<file path="config.mk">
export PLATFORM = sky130hd
export DESIGN_NAME = acc_alu4
export DESIGN_NICKNAME = d
export VERILOG_FILES = /design/src/rtl/acc_alu4_pkg.sv /design/src/rtl/acc_alu4_ctrl.sv /design/src/rtl/acc_alu4_addsub.sv /design/src/rtl/acc_alu4_datapath.sv /design/src/rtl/acc_alu4.sv
export SDC_FILE = /design/constraint.sdc
export NUM_CORES = 1
export LEC_CHECK = 0
export CAP_MARGIN = 20
export CORE_MARGIN = 2
export CORE_UTILIZATION = 45
export DETAILED_ROUTE_END_ITERATION = 8
export GPL_ROUTABILITY_DRIVEN = 0
export GPL_TIMING_DRIVEN = 0
export PLACE_DENSITY_LB_ADDON = 0.1
export SLEW_MARGIN = 0
export SYNTH_ARGS = -nofsm -noshare
export SYNTH_HDL_FRONTEND = slang
export SYNTH_HIERARCHICAL = 1
export SYNTH_SLANG_ARGS = --single-unit
</file>
<file path="constraint.sdc">
create_clock -name clk -period 4.24 [get_ports clk]
set_input_delay 0.848 -clock clk [delete_from_list [all_inputs] [get_ports clk]]
set_output_delay 0.848 -clock clk [all_outputs]
set_load 0.01 [all_outputs]
</file>
<file path="src/rtl/acc_alu4_pkg.sv">
package acc_alu4_pkg;

  localparam int OP_W = 3;

  typedef enum logic [OP_W-1:0] {
    OP_LOAD  = 3'b000,
    OP_COPY  = 3'b001,
    OP_ADD   = 3'b010,
    OP_SUB   = 3'b011,
    OP_CLEAR = 3'b100
  } op_e;

  // strobes from control to datapath
  typedef struct packed {
    logic wrReg;    // write the selected register
    logic fromAcc;  // register write source is the accumulator
    logic wrAcc;    // write the accumulator
    logic clrAcc;   // accumulator write value is zero
    logic subMode;  // adder-subtractor mode
    logic wrOvf;    // update overflow flag
    logic regSel;   // selected register
  } ctrl_t;

endpackage

</file>
<file path="src/rtl/acc_alu4_ctrl.sv">
module acc_alu4_ctrl
  import acc_alu4_pkg::*;
(
  input  logic            cmdValid,
  input  logic [OP_W-1:0] cmdOp,
  input  logic            cmdAddr,
  output ctrl_t           strobes
);

  always_comb begin
    strobes = '0;
    strobes.regSel = cmdAddr;
    if (cmdValid) begin
      case (cmdOp)
        OP_LOAD: strobes.wrReg = 1'b1;
        OP_COPY: begin
          strobes.wrReg   = 1'b1;
          strobes.fromAcc = 1'b1;
        end
        OP_ADD: begin
          strobes.wrAcc = 1'b1;
          strobes.wrOvf = 1'b1;
        end
        OP_SUB: begin
          strobes.wrAcc   = 1'b1;
          strobes.wrOvf   = 1'b1;
          strobes.subMode = 1'b1;
        end
        OP_CLEAR: begin
          strobes.wrAcc  = 1'b1;
          strobes.clrAcc = 1'b1;
        end
        default: strobes = '0;
      endcase
    end
  end

endmodule

</file>
<file path="src/rtl/acc_alu4_addsub.sv">
module acc_alu4_addsub #(
  parameter int WIDTH = 4
) (
  input  logic [WIDTH-1:0] opA,
  input  logic [WIDTH-1:0] opB,
  input  logic             subMode,
  output logic [WIDTH-1:0] result,
  output logic             signedOvf
);

  logic [WIDTH:0]   carry;
  logic [WIDTH-1:0] bEff;

  assign carry[0] = subMode;

  for (genvar gi = 0; gi < WIDTH; gi++) begin : g_stage
    assign bEff[gi]      = opB[gi] ^ subMode;
    assign result[gi]    = opA[gi] ^ bEff[gi] ^ carry[gi];
    assign carry[gi+1]   = (opA[gi] & bEff[gi]) | (carry[gi] & (opA[gi] ^ bEff[gi]));
  end

  // carry into top stage differs from carry out of it
  assign signedOvf = carry[WIDTH] ^ carry[WIDTH-1];

endmodule

</file>
<file path="src/rtl/acc_alu4_datapath.sv">
module acc_alu4_datapath
  import acc_alu4_pkg::*;
#(
  parameter int WIDTH = 4
) (
  input  logic             clk,
  input  logic             rst,
  input  ctrl_t            strobes,
  input  logic [WIDTH-1:0] dataIn,
  output logic [WIDTH-1:0] accQ,
  output logic [WIDTH-1:0] regAQ,
  output logic [WIDTH-1:0] regBQ,
  output logic             ovfQ
);

  localparam int REG_CNT = 2;

  logic [WIDTH-1:0] regFile [REG_CNT];
  logic [WIDTH-1:0] selReg;
  logic [WIDTH-1:0] regWrVal;
  logic [WIDTH-1:0] accWrVal;
  logic [WIDTH-1:0] aluA;
  logic [WIDTH-1:0] aluB;
  logic [WIDTH-1:0] aluRes;
  logic             aluOvf;

  assign selReg   = regFile[strobes.regSel];
  assign regWrVal = strobes.fromAcc ? accQ : dataIn;

  // subtract: acc - reg; add: reg + acc
  assign aluA = strobes.subMode ? accQ   : selReg;
  assign aluB = strobes.subMode ? selReg : accQ;

  acc_alu4_addsub #(.WIDTH(WIDTH)) u_addsub (
    .opA      (aluA),
    .opB      (aluB),
    .subMode  (strobes.subMode),
    .result   (aluRes),
    .signedOvf(aluOvf)
  );

  assign accWrVal = strobes.clrAcc ? '0 : aluRes;

  for (genvar gr = 0; gr < REG_CNT; gr++) begin : g_reg
    always_ff @(posedge clk) begin
      if (rst) begin
        regFile[gr] <= '0;
      end else if (strobes.wrReg && (int'(strobes.regSel) == gr)) begin
        regFile[gr] <= regWrVal;
      end
    end
  end

  always_ff @(posedge clk) begin
    if (rst) begin
      accQ <= '0;
      ovfQ <= 1'b0;
    end else begin
      if (strobes.wrAcc) accQ <= accWrVal;
      if (strobes.wrOvf) ovfQ <= aluOvf;
    end
  end

  assign regAQ = regFile[0];
  assign regBQ = regFile[1];

endmodule

</file>
<file path="src/rtl/acc_alu4.sv">
module acc_alu4
  import acc_alu4_pkg::*;
#(
  parameter int WIDTH = 4
) (
  input  logic             clk,
  input  logic             rst,
  input  logic             cmdValid,
  input  logic [2:0]       cmdOp,
  input  logic             cmdAddr,
  input  logic [WIDTH-1:0] cmdData,
  output logic [WIDTH-1:0] accOut,
  output logic [WIDTH-1:0] regAOut,
  output logic [WIDTH-1:0] regBOut,
  output logic             ovfOut
);

  ctrl_t strobes;

  acc_alu4_ctrl u_ctrl (
    .cmdValid(cmdValid),
    .cmdOp   (cmdOp),
    .cmdAddr (cmdAddr),
    .strobes (strobes)
  );

  acc_alu4_datapath #(.WIDTH(WIDTH)) u_dp (
    .clk    (clk),
    .rst    (rst),
    .strobes(strobes),
    .dataIn (cmdData),
    .accQ   (accOut),
    .regAQ  (regAOut),
    .regBQ  (regBOut),
    .ovfQ   (ovfOut)
  );

endmodule

</file>
==> results.cfg, run 1 <==
[timing]
drv_slew = 0
fmax_mhz = 250.4
setup_violations = 0
fin_crit_ns = 3.993
rsz0062_at_grt = false
max-slew-margin-rel_pct = 75.34
worst_pin_slew_ns = 0.3671
finalCritPeriodShare_pct = 94.17
finalClockSkew_ns = 0.003625
final-hold-violation-count = 0

[cells_and_area]
final_cell_mix = clkdlybuf4s50_1 (22), nor2_1 (13), mux2i_1 (11)
fin_cells = 142
antenna_cells = 0
layout_commonest_cell = clkdlybuf4s50_1
nets = 130
n_fill_cell = 194
area_growth_pct = 31.20
final_area_um2 = 1179
fin_util_pct = 61.33
layout-drive-gt1-share_pct = 11.30

[placement]
hpwl_mm = 1.407
place_area_um2 = 1152
dp.cells = 138
portBuffers = 22

[worst_setup_path]
cp.arrival_ns = 4.20
end_kind = flop
r2r-start = u_dp/regFile[0][0]
crit_fanout = 10
cp_common_cell = fa_1
r2r_slack_ns = 1.75
path_class = primary input to flop
crit_slowest_cell = clkdlybuf4s50_1
worstSetupStartpoint = cmdOp[1]
required_ns = 4.45
reg2reg_depth = 10
r2r-end = u_dp/accQ[3]
slowest_delay_ns = 0.53
crit_chain = clkdlybuf4s50_1 > and3b_1 > and2_1 > buf_2 > nor2_1 > a21oi_1 > mux2_2 > fa_1 > inv_1 > fa_1 > fa_1 > inv_1 > nand3b_1 > a21oi_1
start_kind = primary input

[worst_hold_path]
hp-class = flop to flop
worstHoldEndpoint = u_dp/ovfQ
hold_path_startpoint = u_dp/ovfQ
hold_depth = 2

[synth]
yosysSeqAreaShare_pct = 37.88
syn_avg_cell_area_um2 = 10.09
yosysWarnings = 6
syn_inst = 89
synth_fp_nets = 103
ys_seq_elements = 13
ys_types = 26
syn_area_um2 = 898.4

[global_routing]
grt_pass1_wl_mm = 2.877
grt_antenna_before_repair = 0
grt_pass1_vias = 660
grt.total_usage_pct = 15.96
grt.overflow.total = 0
grt_max_degree = 11

[route]
wl_per_cell_um = 12.25
vias = 692
postRouteAntennaNets = 0
drt_first_pass_iters = 5
routed_wl_mm = 1.739
drc = 0
viasPerCell = 4.873
drtIter0Drc = 11

[clocking]
clk_latency_ns = 0.27
cts-resized-gates = 0
cts_tree = built
post_cts_buffers = 0
cts_sinks = 13
h-tree-depth = 1
cts-hold-fix-buffers = 0
cts_inserted_buffers = 3
cts_root_buf = clkbuf_4
path_clk_slew_ns = 0.08
max-clock-path-buffers = 2

[die]
rows = 16
pin_count = 24
core_area_um2 = 1922
start_util_pct = 46.74
dieWidth_um = 48.68
die-area_um2 = 2370
chipHeight_um = 48.68

[pwr]
ir_drop_v = 0.0001661
power.density_nw_per_um2 = 259.2
leakage_nw = 0.4417

[outcome]
status = complete, no violations

[run]
drv_cap = 0
==> metal layers <==
layer,share of wire [%],up-vias,track usage [%]
met5,0,-,0
met4,0.12,0,4.286
met3,3.6,2,4.012
met2,50,14,28.08
met1,46,322,19.32
li1,-,354,-
==> worst max-delay path: cells and delay by family <==
kind | cells | cell delay, ns
AOI/OAI and AO/OA | 2 | 0.36
adders and majority gates | 3 | 1.00
buffers and inverters | 4 | 0.95
muxes | 1 | 0.38
and+or+nand+nor | 4 | 0.66
==> power breakdown <==
group	internal, mW	leakage, nW	switching (mW)	total (mW)
logic	0.0431	0.304	0.0368	0.0798
registers	0.141	0.122	0.00568	0.147
clock network	0.0364	0.0150	0.0426	0.0790
==> worst max path at each step <==
stage               slack (ns)            to
floorplan                 0.70  u_dp/accQ[3]
global placement          0.02  u_dp/accQ[3]
detailed placement       -0.02  u_dp/accQ[3]
CTS                       0.24  u_dp/accQ[3]
global route              0.05  u_dp/accQ[3]
finish                    0.25  u_dp/accQ[3]
==> registers in the layout (all words and copies together), names as in the netlist <==
name	count
u_dp/regFile	8
u_dp/accQ	4
u_dp/ovfQ	1
==> final cells by class <==
cell class                 count  area [µm²]  share of cell area (%)
multi-input combinational     63       499.2                   42.36
sequential                    13       340.3                   28.87
timing repair buffer          22       220.2                   18.68
inverter                       9       33.78                   2.866
tap                           27       33.78                   2.866
clock buffer                   4       26.28                   2.229
buffer                         4       25.02                   2.123
==> Yosys cell counts, drive strengths merged <==
cell type / count / area, µm²
and3b: 1 / 8.760
inv: 9 / 33.78
and2: 2 / 12.51
or3b: 1 / 11.26
nor3b: 1 / 12.51
dfxtp: 5 / 100.1
mux2: 4 / 52.55
xor2: 3 / 26.28
nand2: 1 / 3.750
o21a: 1 / 7.510
nor2: 13 / 48.80
clkbuf: 1 / 3.750
buf: 3 / 21.27
nand2b: 4 / 25.02
xnor2: 2 / 17.52
mux2i: 11 / 110.1
nand3b: 5 / 37.54
nor3: 1 / 5.000
a31o: 1 / 8.760
a21oi: 7 / 35.03
edfxtp: 8 / 240.2
a21o: 2 / 16.27
fa: 3 / 60.06
==> through the flow <==
stage,hold slack (ns),setup slack (ns),power [mW],TNS (ns)
detailed placement,0.4989,-0.02292,0.2300,-0.02292
floorplan,0.5211,0.7031,0.1981,0
finish,0.5167,0.2470,0.3055,0
global placement,0.4821,0.01728,0.2281,0
global route,0.5667,0.04659,0.3222,0
CTS,0.5227,0.2390,0.3077,0
==> logic make-up (layout without fill, tap and decap cells) <==
logic type                 count (synthesis)  count (layout)  synth area share (%)
DFF                                       13              13                 37.88
muxes                                     15              15                 18.11
AOI/OAI and AO/OA                         11              11                 7.521
xor gates and xnor gates                   5               5                 4.876
buffers and inverters                     13              39                 6.545
and+or+nand+nor                           29              29                 18.38
adders and majority gates                  3               3                 6.686
(Power assumes the default switching activity.)
==> run 2, diff against run 1 <==
CORE_MARGIN = not set   (was 2)
SETUP_SLACK_MARGIN = 0.1   (was not set)
==> run 2 against run 1 <==
Cell count decreased by 1.4%. Clock skew is 0.0034 ns higher. Setup slack improved by 0.096 ns. Largest cell class unchanged. Largest power group unchanged. Highest routed layer is now met3.
==> results.cfg, run 2 (synthesis gave the netlist of run 1 again) <==
[route]
routed_wl_mm = 1.768
viasPerCell = 4.736
drt_first_pass_iters = 4
vias = 663
postRouteAntennaNets = 0
drc = 0
drtIter0Drc = 10
wl_per_cell_um = 12.63

[worst_setup_path]
crit_fanout = 10
r2r-end = u_dp/ovfQ
crit_buf_inv = 4
cp_common_cell = fa_1
r2r-start = u_dp/regFile[1][0]
critical_path.top_delay_family = adder cells
required_ns = 4.45
cp_num_cells = 14
crit_chain = clkdlybuf4s50_1 > and3b_1 > and2_2 > buf_2 > nor2_1 > a21oi_1 > mux2_2 > fa_1 > inv_1 > fa_1 > fa_1 > inv_1 > nand3b_1 > a21oi_1
crit_slowest_cell = clkdlybuf4s50_1
end_kind = flop
path_class = primary input to flop
start_kind = primary input
slowest_delay_ns = 0.47
cp.arrival_ns = 4.11
reg2reg_depth = 10
r2r_slack_ns = 1.71

[die]
die-area_um2 = 2179
chipHeight_um = 46.68
core_area_um2 = 1802
start_util_pct = 49.86
dieWidth_um = 46.68
rows = 15
pin_count = 24

[cells_and_area]
reg_top3 = u_dp/regFile: 8 flops, u_dp/accQ: 4 flops, u_dp/ovfQ: 1 flops
layout-drive-gt1-share_pct = 12.17
final_cell_mix = clkdlybuf4s50_1 (22), nor2_1 (13), mux2i_1 (11)
antenna_cells = 0
area_growth_pct = 31.06
fin_util_pct = 65.35
largest_reg_flops = 8
layout_commonest_cell = clkdlybuf4s50_1
nets = 130
max_flop_register = u_dp/regFile

[worst_hold_path]
hold_depth = 2
hp-class = flop to flop
hold_path_startpoint = u_dp/ovfQ
worstHoldEndpoint = u_dp/ovfQ

[clocking]
cts_root_buf = clkbuf_4
post_cts_buffers = 0
max-clock-path-buffers = 2
cts-resized-gates = 0
clk_latency_ns = 0.27
h-tree-depth = 1
cts_tree = built
cts_inserted_buffers = 3
path_clk_slew_ns = 0.09
cts_sinks = 13
cts-hold-fix-buffers = 0

[pwr]
clock_power_share_pct = 25.4
p_comb_share_pct = 26.3
ir_drop_v = 0.0002257
switchingPower_mw = 0.08394
power.density_nw_per_um2 = 258.8
leakage_nw = 0.4424
p_int_mw = 0.2207
pwr-share-seq_pct = 48.2
swShare_pct = 27.55

[global_routing]
grt.overflow.total = 0
grt.total_usage_pct = 18.79
grt_antenna_before_repair = 0
use_met1_pct = 22.44
grt_max_degree = 11
grt_pass1_wl_mm = 2.773
use_met3_pct = 4.706
grt_pass1_vias = 641
grt_use_met2_pct = 33.06
grt-busiest-layer = met2

[placement]
hpwl_mm = 1.464
portBuffers = 22
place_worst_setup_slack_ns = -0.04370

[timing]
setup_violations = 0
holdWs_ns = 0.5170
final-hold-violation-count = 0
finalCritPeriodShare_pct = 91.92
worst_pin_slew_ns = 0.3537
drv_slew = 0
setup_ws_ns = 0.3427
finalClockSkew_ns = 0.007040
max-slew-margin-rel_pct = 76.24
setup_tns_ns = 0
fmax_mhz = 256.6
fin_crit_ns = 3.897
rsz0062_at_grt = false

[run]
drv_cap = 0

[outcome]
status = complete, no violations
[run 2: cell counts in the layout (fill, tap and decap cells not counted)]
Identical to the previous run, type by type.
[run 2: worst max path at each step]
stage	startpoint	to	slack (ns)
3_3_place_gp	cmdOp[1]	u_dp/accQ[3]	0.02
2_1_floorplan	cmdOp[2]	u_dp/accQ[3]	0.70
5_1_grt	cmdOp[2]	u_dp/accQ[3]	0.16
6_report	cmdOp[2]	u_dp/accQ[3]	0.34
3_5_place_dp	cmdOp[1]	u_dp/accQ[3]	-0.04
4_1_cts	cmdOp[1]	u_dp/accQ[3]	0.24
[run 2: metal layers]
metal	part of all wire (%)	wire, µm
met1	45	792
met2	53	937
met5	0	0
met3	2.1	37
met4	0	0
[run 2: layout make-up]
cell class,count,area [µm²]
fillers,166,624.3
multi-input cells,63,500.5
flip-flops and latches,13,340.3
repair buffers,22,220.2
inverters,9,33.78
well taps,25,31.28
clock buffers,4,26.28
plain buffers,4,25.02
[run 2: tightest hold or removal path: stages, from the launching register on]
cell	delay (ns)
dfxtp_1	0.34
mux2i_1	0.07
nor2_1	0.07
[run 2: power groups by stage]
stage               combinational (mW)  clock, mW  sequential [mW]
global placement                0.0787          0            0.149
global route                    0.0885     0.0863            0.148
detailed placement              0.0808          0            0.150
CTS                             0.0810     0.0801            0.147
finish                          0.0803     0.0775            0.147
floorplan                       0.0462          0            0.152
[run 2: through the flow]
step,std cells,power [mW],cell area [µm²]
after global placement,136,0.2279,1150
final,140,0.3047,1177
after global routing,140,0.3225,1177
after floorplan,89,0.1981,898.4
after CTS,140,0.3079,1176
after detailed placement,136,0.2305,1150
==> run 3, diff against run 2 <==
ABC_AREA = 1   (was not set)
CTS_CLUSTER_DIAMETER = 120   (was not set)
==> run 3 against run 2 <==
Area after synthesis increased by 9.2%. Critical endpoint is now u_dp/ovfQ. First-iteration DRC count grew to 2.9 times the previous value. Fmax up 2.3%.
==> results.cfg, run 3 <==
[synth]
yosysSeqAreaShare_pct = 34.69
yosysWarnings = 6
synth_ff_type = edfxtp_1
async_flop_share_pct = 0
synth-edff-count = 8
ys_types = 14
synth_top_area_cell = edfxtp_1
syn_inst = 152
synth_fp_nets = 166
syn_avg_cell_area_um2 = 6.454
yosysTopAreaCellShare_pct = 24.49
syn_area_um2 = 980.9
yosysMostFrequentCell = nand2_1
ys_top_cells_by_count = nand2_1 (51), inv_1 (33), nor2_1 (16)
ys_seq_elements = 13
synthTopCellsByArea = edfxtp_1 (24%), nand2_1 (20%), inv_1 (13%), dfxtp_1 (10%), nand3_1 (7.7%)

[global_routing]
grt-busiest-layer = met2
grt_pass1_wl_mm = 3.456
grt_max_degree = 10
use_met3_pct = 2.201
grt_antenna_before_repair = 0
grt.overflow.total = 0
use_met1_pct = 21.23
grt.total_usage_pct = 19.13
grt_use_met2_pct = 35.19
grt_pass1_vias = 870

[clocking]
clk_latency_ns = 0.27
max-clock-path-buffers = 2
cts_root_buf = clkbuf_4
cts-resized-gates = 0
path_clk_slew_ns = 0.08
cts-hold-fix-buffers = 0
cts_tree = built
h-tree-depth = 1
cts_inserted_buffers = 3
cts_sinks = 13
post_cts_buffers = 0

[worst_setup_path]
required_ns = 4.41
r2r_slack_ns = 1.80
path_class = primary input to flop
worstSetupStartpoint = cmdOp[1]
crit_fanout = 7
end_kind = flop
r2r-start = u_dp/regFile[1][0]
start_kind = primary input
cp.arrival_ns = 3.98

[outcome]
status = complete, no violations

[die]
core_area_um2 = 2002
dieWidth_um = 48.69
start_util_pct = 49.00
pin_count = 24
die-area_um2 = 2371
rows = 16
chipHeight_um = 48.69

[timing]
setup_violations = 0
worst_pin_slew_ns = 0.6556
max-slew-margin-rel_pct = 55.83
setup_tns_ns = 0
rsz0062_at_grt = false
finalCritPeriodShare_pct = 89.87
finalClockSkew_ns = 0.003846
final-hold-violation-count = 0
holdWs_ns = 0.5278
drv_slew = 0
fin_crit_ns = 3.810
fmax_mhz = 262.4

[cells_and_area]
multi_input_comb_area_um2 = 486.7
reg_top3 = u_dp/regFile: 8 flops, u_dp/accQ: 4 flops, u_dp/ovfQ: 1 flops
final_cell_mix = nand2_1 (51), inv_1 (33), clkdlybuf4s50_1 (23)
largest_reg_flops = 8
layout_commonest_cell = nand2_1
antenna_cells = 0
regArea_um2 = 340.3
area_growth_pct = 29.59
max_flop_register = u_dp/regFile
fin_cells = 206
nets = 194
n_fill_cell = 197
layout-drive-gt1-share_pct = 3.911

[pwr]
switchingPower_mw = 0.09127
pwr-share-seq_pct = 47.3
p_comb_share_pct = 27.6
ir_drop_v = 0.0002084
swShare_pct = 29.77
clock_power_share_pct = 25.1
power.density_nw_per_um2 = 241.2
p_int_mw = 0.2153
leakage_nw = 0.5942
p_total_mw = 0.3066

[route]
vias = 978
viasPerCell = 4.748
postRouteAntennaNets = 0
drc = 0
drtIter0Drc = 29
routed_wl_mm = 2.113
wl_per_cell_um = 10.26
drt_first_pass_iters = 4

[worst_hold_path]
hold_path_startpoint = u_dp/accQ[1]
hp-class = flop to flop

[run]
drv_cap = 0

[placement]
hpwl_mm = 1.736
dp.cells = 202
portBuffers = 23
run 3: changes by cell type after synthesis, sizes merged, moves of 2 or more:
cell | before | now
a21o | 2 | 0
a21oi | 7 | 4
and2 | 2 | 0
inv | 9 | 35
mux2 | 4 | 0
mux2i | 11 | 0
nand2 | 1 | 51
nand2b | 4 | 0
nand3 | 0 | 15
nand3b | 5 | 0
nor2 | 13 | 16
o21ai | 0 | 8
run 3: metal layers:
layer / part of all wire, % / up-vias
met4: 1.1 / 0
met3: 2.3 / 2
met2: 52 / 13
li1: - / 511
met1: 45 / 452
met5: 0 / -
run 3: critical path, cell delays in order:
cell             delay [ns]
clkdlybuf4s50_1        0.45
nor2_1                 0.15
nor2_1                 0.06
nor2_1                 0.39
inv_2                  0.14
nand2_1                0.10
nand3_1                0.06
nand2_1                0.10
inv_1                  0.07
o21ai_0                0.21
fa_1                   0.20
inv_1                  0.05
fa_1                   0.41
fa_1                   0.39
xor2_1                 0.17
nor2_1                 0.10
nor2_1                 0.05
run 3: cell type report:
type	instances	share of cell area, %
Tap cell	27	2.657
Clock buffer	4	2.067
Inverter	35	10.33
Timing Repair Buffer	23	18.11
Buffer	2	1.772
Sequential cell	13	26.77
Multi-Input combinational cell	102	38.29
run 3: final timing paths:
kind	cells past startpoint	endpoint
min	2	u_dp/accQ[1]
min reg2reg	2	u_dp/accQ[1]
max reg2reg	14	u_dp/ovfQ
max	17	u_dp/ovfQ
run 3: kinds of logic after synthesis:
kind of cell	count (synthesis)	synth area share, %
xor+xnor	4	3.572
buf+inv	37	15.69
flops	13	34.69
fa+ha+maj	3	6.123
compound gates	12	6.123
simple gates	83	33.80
run 3: metrics by stage:
stage / area (µm²) / setup slack, ns / util, %
finish: 1271 / 0.4295 / 63.50
detailed placement: 1245 / 0.1384 / 62.19
global route: 1271 / 0.1739 / 63.50
CTS: 1271 / 0.4314 / 63.50
floorplan: 980.9 / 0.9569 / -
global placement: 1245 / 0.2177 / 62.19
run 3: power groups by stage:
stage | combinational, mW | sequential, mW | clock [mW]
6_report | 0.0846 | 0.145 | 0.0770
5_1_grt | 0.0952 | 0.146 | 0.0851
4_1_cts | 0.0850 | 0.145 | 0.0794
3_5_place_dp | 0.0843 | 0.148 | 0
3_3_place_gp | 0.0818 | 0.148 | 0
2_1_floorplan | 0.0489 | 0.150 | 0
